### src/rtl/sx_pkg.sv
package sx_pkg;
  typedef enum logic {BANK_A = 1'b0, BANK_B = 1'b1} bank_e;
endpackage

### src/rtl/sx_lane_ram.sv
module sx_lane_ram #(
  parameter int WORD   = 16,
  parameter int ADDR_W = 4
) (
  input  logic              clk,
  input  logic              we,
  input  logic [ADDR_W-1:0] waddr,
  input  logic [WORD-1:0]   wdata,
  input  logic [ADDR_W-1:0] raddr,
  output logic [WORD-1:0]   rdata
);
  localparam int DEPTH = 1 << ADDR_W;
  logic [WORD-1:0] mem [DEPTH];

  always_ff @(posedge clk) begin
    if (we) mem[waddr] <= wdata;
  end

  assign rdata = mem[raddr];
endmodule

### src/rtl/sx_wr_ctrl.sv
module sx_wr_ctrl
  import sx_pkg::*;
#(
  parameter int N = 8,
  localparam int ROW_W = $clog2(N)
) (
  input  logic             clk,
  input  logic             rst_n,
  input  logic             in_valid,
  input  logic [1:0]       full,
  output logic             in_ready,
  output logic             wr_fire,
  output bank_e            wr_bank,
  output logic [ROW_W-1:0] wr_row,
  output logic             frame_done
);
  assign in_ready   = !full[wr_bank];
  assign wr_fire    = in_valid && in_ready;
  assign frame_done = wr_fire && (wr_row == ROW_W'(N-1));

  always_ff @(posedge clk or negedge rst_n) begin
    if (!rst_n) begin
      wr_row  <= '0;
      wr_bank <= BANK_A;
    end else if (wr_fire) begin
      wr_row <= wr_row + 1'b1;
      if (frame_done) wr_bank <= bank_e'(~wr_bank);
    end
  end

  // a cycle without a write handshake leaves the write position alone
  assert_row_hold_R5: assert property (@(posedge clk) disable iff (!rst_n)
    !wr_fire |=> $stable(wr_row) && $stable(wr_bank));
endmodule

### src/rtl/sx_rd_ctrl.sv
module sx_rd_ctrl
  import sx_pkg::*;
#(
  parameter int N = 8,
  localparam int ROW_W = $clog2(N)
) (
  input  logic             clk,
  input  logic             rst_n,
  input  logic [1:0]       full,
  input  logic             out_ready,
  output logic             out_valid,
  output logic             out_first,
  output logic             rd_fire,
  output bank_e            rd_bank,
  output logic [ROW_W-1:0] rd_col,
  output logic             frame_done
);
  assign out_valid  = full[rd_bank];
  assign out_first  = out_valid && (rd_col == '0);
  assign rd_fire    = out_valid && out_ready;
  assign frame_done = rd_fire && (rd_col == ROW_W'(N-1));

  always_ff @(posedge clk or negedge rst_n) begin
    if (!rst_n) begin
      rd_col  <= '0;
      rd_bank <= BANK_A;
    end else if (rd_fire) begin
      rd_col <= rd_col + 1'b1;
      if (frame_done) rd_bank <= bank_e'(~rd_bank);
    end
  end

  // inside a frame the next group is available right after a group is taken
  assert_no_gap_R8: assert property (@(posedge clk) disable iff (!rst_n)
    (rd_fire && !frame_done) |=> out_valid);
endmodule

### src/rtl/stride_xpose_buf.sv
module stride_xpose_buf
  import sx_pkg::*;
#(
  parameter int N = 8,
  parameter int W = 8,
  localparam int SW    = 2 * W,
  localparam int ROW_W = $clog2(N),
  localparam int BUS_W = N * SW
) (
  input  logic             clk,
  input  logic             rst_n,
  input  logic             in_valid,
  output logic             in_ready,
  input  logic [BUS_W-1:0] in_data,
  output logic             out_valid,
  input  logic             out_ready,
  output logic [BUS_W-1:0] out_data,
  output logic             out_first
);
  logic [1:0]       full;
  logic             wr_fire, w_done, rd_fire, r_done;
  bank_e            wr_bank, rd_bank;
  logic [ROW_W-1:0] wr_row, rd_col;
  logic [SW-1:0]    in_lane [N];
  logic [SW-1:0]    rd_word [N];
  logic [1:0]       set_v, clr_v;

  sx_wr_ctrl #(.N(N)) i_wr (
    .clk(clk), .rst_n(rst_n), .in_valid(in_valid), .full(full),
    .in_ready(in_ready), .wr_fire(wr_fire), .wr_bank(wr_bank),
    .wr_row(wr_row), .frame_done(w_done)
  );

  sx_rd_ctrl #(.N(N)) i_rd (
    .clk(clk), .rst_n(rst_n), .full(full), .out_ready(out_ready),
    .out_valid(out_valid), .out_first(out_first), .rd_fire(rd_fire),
    .rd_bank(rd_bank), .rd_col(rd_col), .frame_done(r_done)
  );

  // Bank occupancy: the writer fills a bank, the reader empties the other one
  assign set_v = {w_done && (wr_bank == BANK_B), w_done && (wr_bank == BANK_A)};
  assign clr_v = {r_done && (rd_bank == BANK_B), r_done && (rd_bank == BANK_A)};

  always_ff @(posedge clk or negedge rst_n) begin
    if (!rst_n) full <= '0;
    else        full <= (full | set_v) & ~clr_v;
  end

  // Lane memory m holds row r, column (m - r) mod N at row address r.
  // Reading column k takes row (m - k) mod N from memory m.
  for (genvar m = 0; m < N; m++) begin : g_lane
    logic [ROW_W-1:0] src_lane, rd_row, out_src;
    logic [SW-1:0]    wdata;

    assign in_lane[m] = in_data[m*SW +: SW];
    assign src_lane   = ROW_W'(m) - wr_row;
    assign rd_row     = ROW_W'(m) - rd_col;
    assign wdata      = in_lane[src_lane];

    sx_lane_ram #(.WORD(SW), .ADDR_W(ROW_W + 1)) i_ram (
      .clk(clk), .we(wr_fire),
      .waddr({wr_bank, wr_row}), .wdata(wdata),
      .raddr({rd_bank, rd_row}), .rdata(rd_word[m])
    );

    // output lane m is row m of the current column
    assign out_src = ROW_W'(m) + rd_col;
    assign out_data[m*SW +: SW] = rd_word[out_src];
  end

  // an offered group that is not taken stays on the port unchanged
  assert_hold_R6: assert property (@(posedge clk) disable iff (!rst_n)
    (out_valid && !out_ready) |=> (out_valid && $stable(out_data)));

  // a completed input frame is offered in the following cycle
  assert_latency_R4: assert property (@(posedge clk) disable iff (!rst_n)
    w_done |=> out_valid);

  // the writer is only blocked when there is a frame waiting to drain
  assert_blocked_R7: assert property (@(posedge clk) disable iff (!rst_n)
    !in_ready |-> out_valid);

  // every new offer starts with group 0
  assert_first_R3: assert property (@(posedge clk) disable iff (!rst_n)
    $rose(out_valid) |-> out_first);
endmodule

### config.mk
export PLATFORM = sky130hd
export DESIGN_NAME = stride_xpose_buf
export DESIGN_NICKNAME = d
export VERILOG_FILES = /design/src/rtl/sx_pkg.sv /design/src/rtl/sx_lane_ram.sv /design/src/rtl/sx_wr_ctrl.sv /design/src/rtl/sx_rd_ctrl.sv /design/src/rtl/stride_xpose_buf.sv
export SDC_FILE = /design/constraint.sdc
export NUM_CORES = 2
export LEC_CHECK = 0
export ABC_CLOCK_PERIOD_IN_PS = 5300
export BUFFER_PORTS_ARGS = -buffer_cell sky130_fd_sc_hd__buf_2
export CORE_ASPECT_RATIO = 1.5
export CORE_MARGIN = 2
export CORE_UTILIZATION = 45
export CTS_CLUSTER_SIZE = 10
export DETAILED_ROUTE_END_ITERATION = 7
export MAX_ROUTING_LAYER = met4
export PLACE_DENSITY = 0.72
export SLEW_MARGIN = 40
export SYNTH_ARGS = -nofsm -noshare
export SYNTH_HDL_FRONTEND = slang
export SYNTH_HIERARCHICAL = 1
export SYNTH_SLANG_ARGS = --single-unit
### constraint.sdc
create_clock -name clk -period 5.3 [get_ports clk]
set_input_delay 0.53 -clock clk [delete_from_list [all_inputs] [get_ports clk]]
set_output_delay 0.53 -clock clk [all_outputs]
set_load 0.01 [all_outputs]
Word-level counts from Yosys, hierarchy flattened

Memories as Yosys holds them, arrays and structs flattened.
Cells that the tools add are included.

$add $sub $neg: 24
Order comparisons: 18
Eq/ne operators: 2
Multiplexer cells: 54
Bitwise operators: 21
Reductions and logical operators: 13

Operator list:

| kind                | number |
|---|---|
| $bmux 16 s3         | 16 |
| $mux 16             | 32 |
| $ge 4x4->1 const B  | 16 |
| $not 3->4           | 16 |
| $sub 3x3->3 const A | 8 |
| $add 3x3->3 const A | 4 |
| $sub 1x3->3 const A | 4 |
| $sub 2x3->3 const A | 4 |
| $logic_and 1x1->1   | 9 |
| $add 2x3->3 const A | 2 |
| $add 3x1->3 const B | 2 |
| $eq 3x3->1 const B  | 2 |
| $mux 1              | 6 |
| $lt 1x2->1 const B  | 2 |
| $reduce_and 2->1    | 2 |
| $logic_not 3->1     | 1 |
| $and 2x2->2         | 1 |
| $not 1->1           | 2 |
| $not 2->2           | 1 |
| $or 2x2->2          | 1 |
| $logic_not 1->1     | 1 |

Bits in registers: 10
Memory bits (writable): 2,048
Input port bits: 132
Output and inout port bits: 131
Logic and storage cells: 145
Memories kept: 8

Memories:

| name                | words | width | read ports | clocked after Yosys merged registers in | wr ports | line              | RTL |
|---|---|---|---|---|---|---|---|
| g_lane[0].i_ram.mem | 16    | 16    | 1          | 0                                       | 1        | sx_lane_ram.sv:13 | `logic [WORD-1:0] mem [DEPTH];` |
| g_lane[1].i_ram.mem | 16    | 16    | 1          | 0                                       | 1        | sx_lane_ram.sv:13 |  |
| g_lane[2].i_ram.mem | 16    | 16    | 1          | 0                                       | 1        | sx_lane_ram.sv:13 |  |
| g_lane[3].i_ram.mem | 16    | 16    | 1          | 0                                       | 1        | sx_lane_ram.sv:13 |  |
| g_lane[4].i_ram.mem | 16    | 16    | 1          | 0                                       | 1        | sx_lane_ram.sv:13 |  |
| g_lane[5].i_ram.mem | 16    | 16    | 1          | 0                                       | 1        | sx_lane_ram.sv:13 |  |
| 2 more memories     | -     | -     | -          | -                                       | -        | -                 |  |

Depth between registers and ports, before layout

Word-level depth: 8
Depth in mapped cells: 14
Depth with buffers taken out: 9

Modules after synthesis

Netlist, hierarchy kept.

By module, submodules not included:

| module                            | instances | cells each | area each (µm²) | sequential area each (µm²) |
|---|---|---|---|---|
| sx_lane_ram (g_lane[1].i_ram ...) | 7         | 416        | 9,723.1         | 7,687.4 |
| stride_xpose_buf                  | 1         | 905        | 12,744.7        | 50.0 |
| sx_lane_ram (g_lane[0].i_ram)     | 1         | 416        | 9,721.8         | 7,687.4 |
| sx_rd_ctrl                        | 1         | 19         | 246.5           | 100.1 |
| sx_wr_ctrl                        | 1         | 16         | 211.5           | 100.1 |

Worst setup path before layout

OpenSTA, ideal clock, no wires.

Path type: register to output
From: reg i_rd.rd_col[0]
To: out out_data[16]
Arrival: 3,884 ps
Data required time: 4,770 ps
Path slack: 886 ps
Cell stages (with the launch flop): 14
Path buffers: 5
Cell sequence: dfrtp_1 inv_1 clkbuf_1 ha_1 clkbuf_1 buf_2 inv_1 buf_2 buf_1 mux4_2 a22oi_1 nand2_1 mux2_2 mux4_1

Word-level cells in the longest chain between the ends: 5
Elaborated cells between the ends (all ways): 21
Classes of those cells: add/sub (9); mux (3); bitwise (1); memory (8)

RTL lines:

| item                                        | line                   | RTL |
|---|---|---|
| from (decl)                                 | sx_rd_ctrl.sv:15       | `output logic [ROW_W-1:0] rd_col,` |
| from (signal assigned)                      | sx_rd_ctrl.sv:28       | `rd_col <= rd_col + 1'b1;` |
| $add 3x1->3                                 | stride_xpose_buf.sv:67 | `assign out_src = ROW_W'(m) + rd_col;` |
| via g_lane[1].out_src[0]                    | stride_xpose_buf.sv:52 | `logic [ROW_W-1:0] src_lane, rd_row, out_src;` |
| $not 3->4 (not written as such)             | stride_xpose_buf.sv:68 | `assign out_data[m*SW +: SW] = rd_word[out_src];` |
| $bmux 16 s3                                 | stride_xpose_buf.sv:68 |  |
| $mux 16 (not written as such) (2 in series) | stride_xpose_buf.sv:68 |  |
| to (decl)                                   | stride_xpose_buf.sv:17 | `output logic [BUS_W-1:0] out_data,` |

The timed path passes the listed nets, and every way through them passes these cells. The select of a mux whose other input is x is not followed.

==> flow_summary.json <==
{
  "run_status": "finished, final reports clean",
  "antenna_found_initial": 24,
  "yosysWarnings": 6,
  "cp_max_fo": 30,
  "cts_num_sinks": 2058,
  "max_slew_margin_pct": 40.8,
  "max_slew.worst_pin.slew_ns": 0.888,
  "die_y_um": 555,
  "finalCritPeriodShare_pct": 99.3,
  "gr-total-overflow": 0,
  "syn_area_per_cell_um2": 21.3,
  "drtIter0Drc": 5869,
  "fin_util_pct": 50.9,
  "area_growth_pct": 12.8,
  "final_common_cell": "edfxtp_1",
  "cp_data_arrival_time_ns": 4.73,
  "final_cell_mix": "edfxtp_1 (2048), mux4_2 (707), mux2_2 (480)",
  "period_needed_ns": 5.26,
  "dpl.hpwl_um": 169000,
  "drv_slew": 0,
  "final_nets": 4833,
  "port_buffers": 262,
  "detail_route.wl_per_cell_um": 33.4,
  "cp-start-kind": "register",
  "syn_inst": 4267,
  "required_ns": 4.77,
  "maxCapViolCount": 0,
  "io_pins": 263,
  "path_clk_slew_ns": 0.06,
  "grt_setup_unrepaired": "no",
  "dr.pass1.iters": 5,
  "cts_tree": "built",
  "layout-drive-gt1-share_pct": 42.5,
  "endpoint_kind": "primary output",
  "root_buffer": "clkbuf_16",
  "grt_pass1_wl_um": 350000,
  "drc": 0,
  "final-setup-viol-count": 0,
  "setup.worst_path.class": "reg2out",
  "syn_area_um2": 91000,
  "core_um2": 201000,
  "rows": 202,
  "cts_buffer_depth": 3,
  "clk_latency_ns": 0.86,
  "grt_pass1_vias": 47800,
  "die_area_um2": 206000,
  "die_x_um": 371,
  "cts_buffers": 224,
  "start_util_pct": 45.2,
  "fmax_mhz": 190,
  "hold_violations": 0,
  "synth_fp_nets": 4408,
  "grt_usage_pct": 24.6,
  "via_per_inst": 6.45,
  "grt_max_degree": 129,
  "routed_wl_um": 247000,
  "h-tree-depth": 4,
  "gp_congestion": 0.873,
  "via_count": 47700,
  "hold_class": "in2async",
  "clock_skew_ns": 0.0585,
  "antenna_left": 0
}
==> layout make-up <==
type	instances	area [um2]
diodes	13	32.5
fillers	15500	98800
repair buffers	479	3370
clock buffers	241	5670
clock inverters	18	398
flip-flops and latches	2058	61800
well taps	2652	3320
inverters	13	83.8
multi-input cells	1916	27900
==> metal layers <==
layer	wire length, um	part of all wire [%]	vias to the layer above	global-route usage, %
met5	0	0	-	-
met4	8880	3.6	0	8.27
met3	25300	10	359	5.13
met2	120000	48	2608	38.4
met1	92800	38	25600	32.2
li1	-	-	19200	-
==> critical path, cell delays in order (launching register included) <==
cell and delay, ns:
dfrtp_4 0.51, clkinv_8 0.24, ha_4 0.29, xor2_4 0.21
inv_6 0.11, buf_6 0.30, nor2_1 0.17, buf_4 0.24
a22oi_1 0.35, nand2_1 0.40, mux2_2 0.41, mux4_2 0.46
buf_2 0.15
==> stage by stage <==
stage	TNS, ns	instance area, um2	hold WS (ns)	cells	setup WS (ns)
after floorplan	0	91000	0.234	4267	0.886
after global placement	0	96000	0.438	7103	0.564
after detailed placement	0	96100	0.434	7105	0.645
after CTS	-0.00365	102000	0.0621	7370	-0.00365
after global routing	0	103000	0.108	7387	0.00401
final	0	103000	0.116	7390	0.0364
==> sequential cells by signal, indices dropped and copies added (netlist names) <==
register	count
full	2
g_lane.i_ram/mem	2048
i_rd/rd_bank	1
i_rd/rd_col	3
i_wr/wr_bank	1
i_wr/wr_row	3
==> what timing repair did <==
item,CTS,global route
buffers inserted,1,3
setup endpoints to repair,128,79
hold buffers,3,0
cloned,2,1
resized for setup,14,9
pin swaps,1,1
hold endpoints to repair,12,0
==> worst paths after layout <==
check                                    start                         end  slack, ns  cells after the start
max in group asynchronous                rst_n              i_wr/wr_row[0]       4.90                      2
worst min-delay path                     rst_n              i_rd/rd_col[1]       0.12                      2
min in group clk                   in_data[82]   g_lane[5].i_ram/mem[6][2]       0.57                      3
worst max-delay path            i_rd/rd_col[0]                out_data[91]       0.04                     12
worst min register to register         full[1]                i_rd/rd_bank       0.58                      1
worst max register to register  i_wr/wr_row[0]  g_lane[0].i_ram/mem[12][2]       1.58                      5
Power is left out: the tool's default activity adds up to more than one toggle a clock period on the data nets, which glitch-free logic cannot reach.
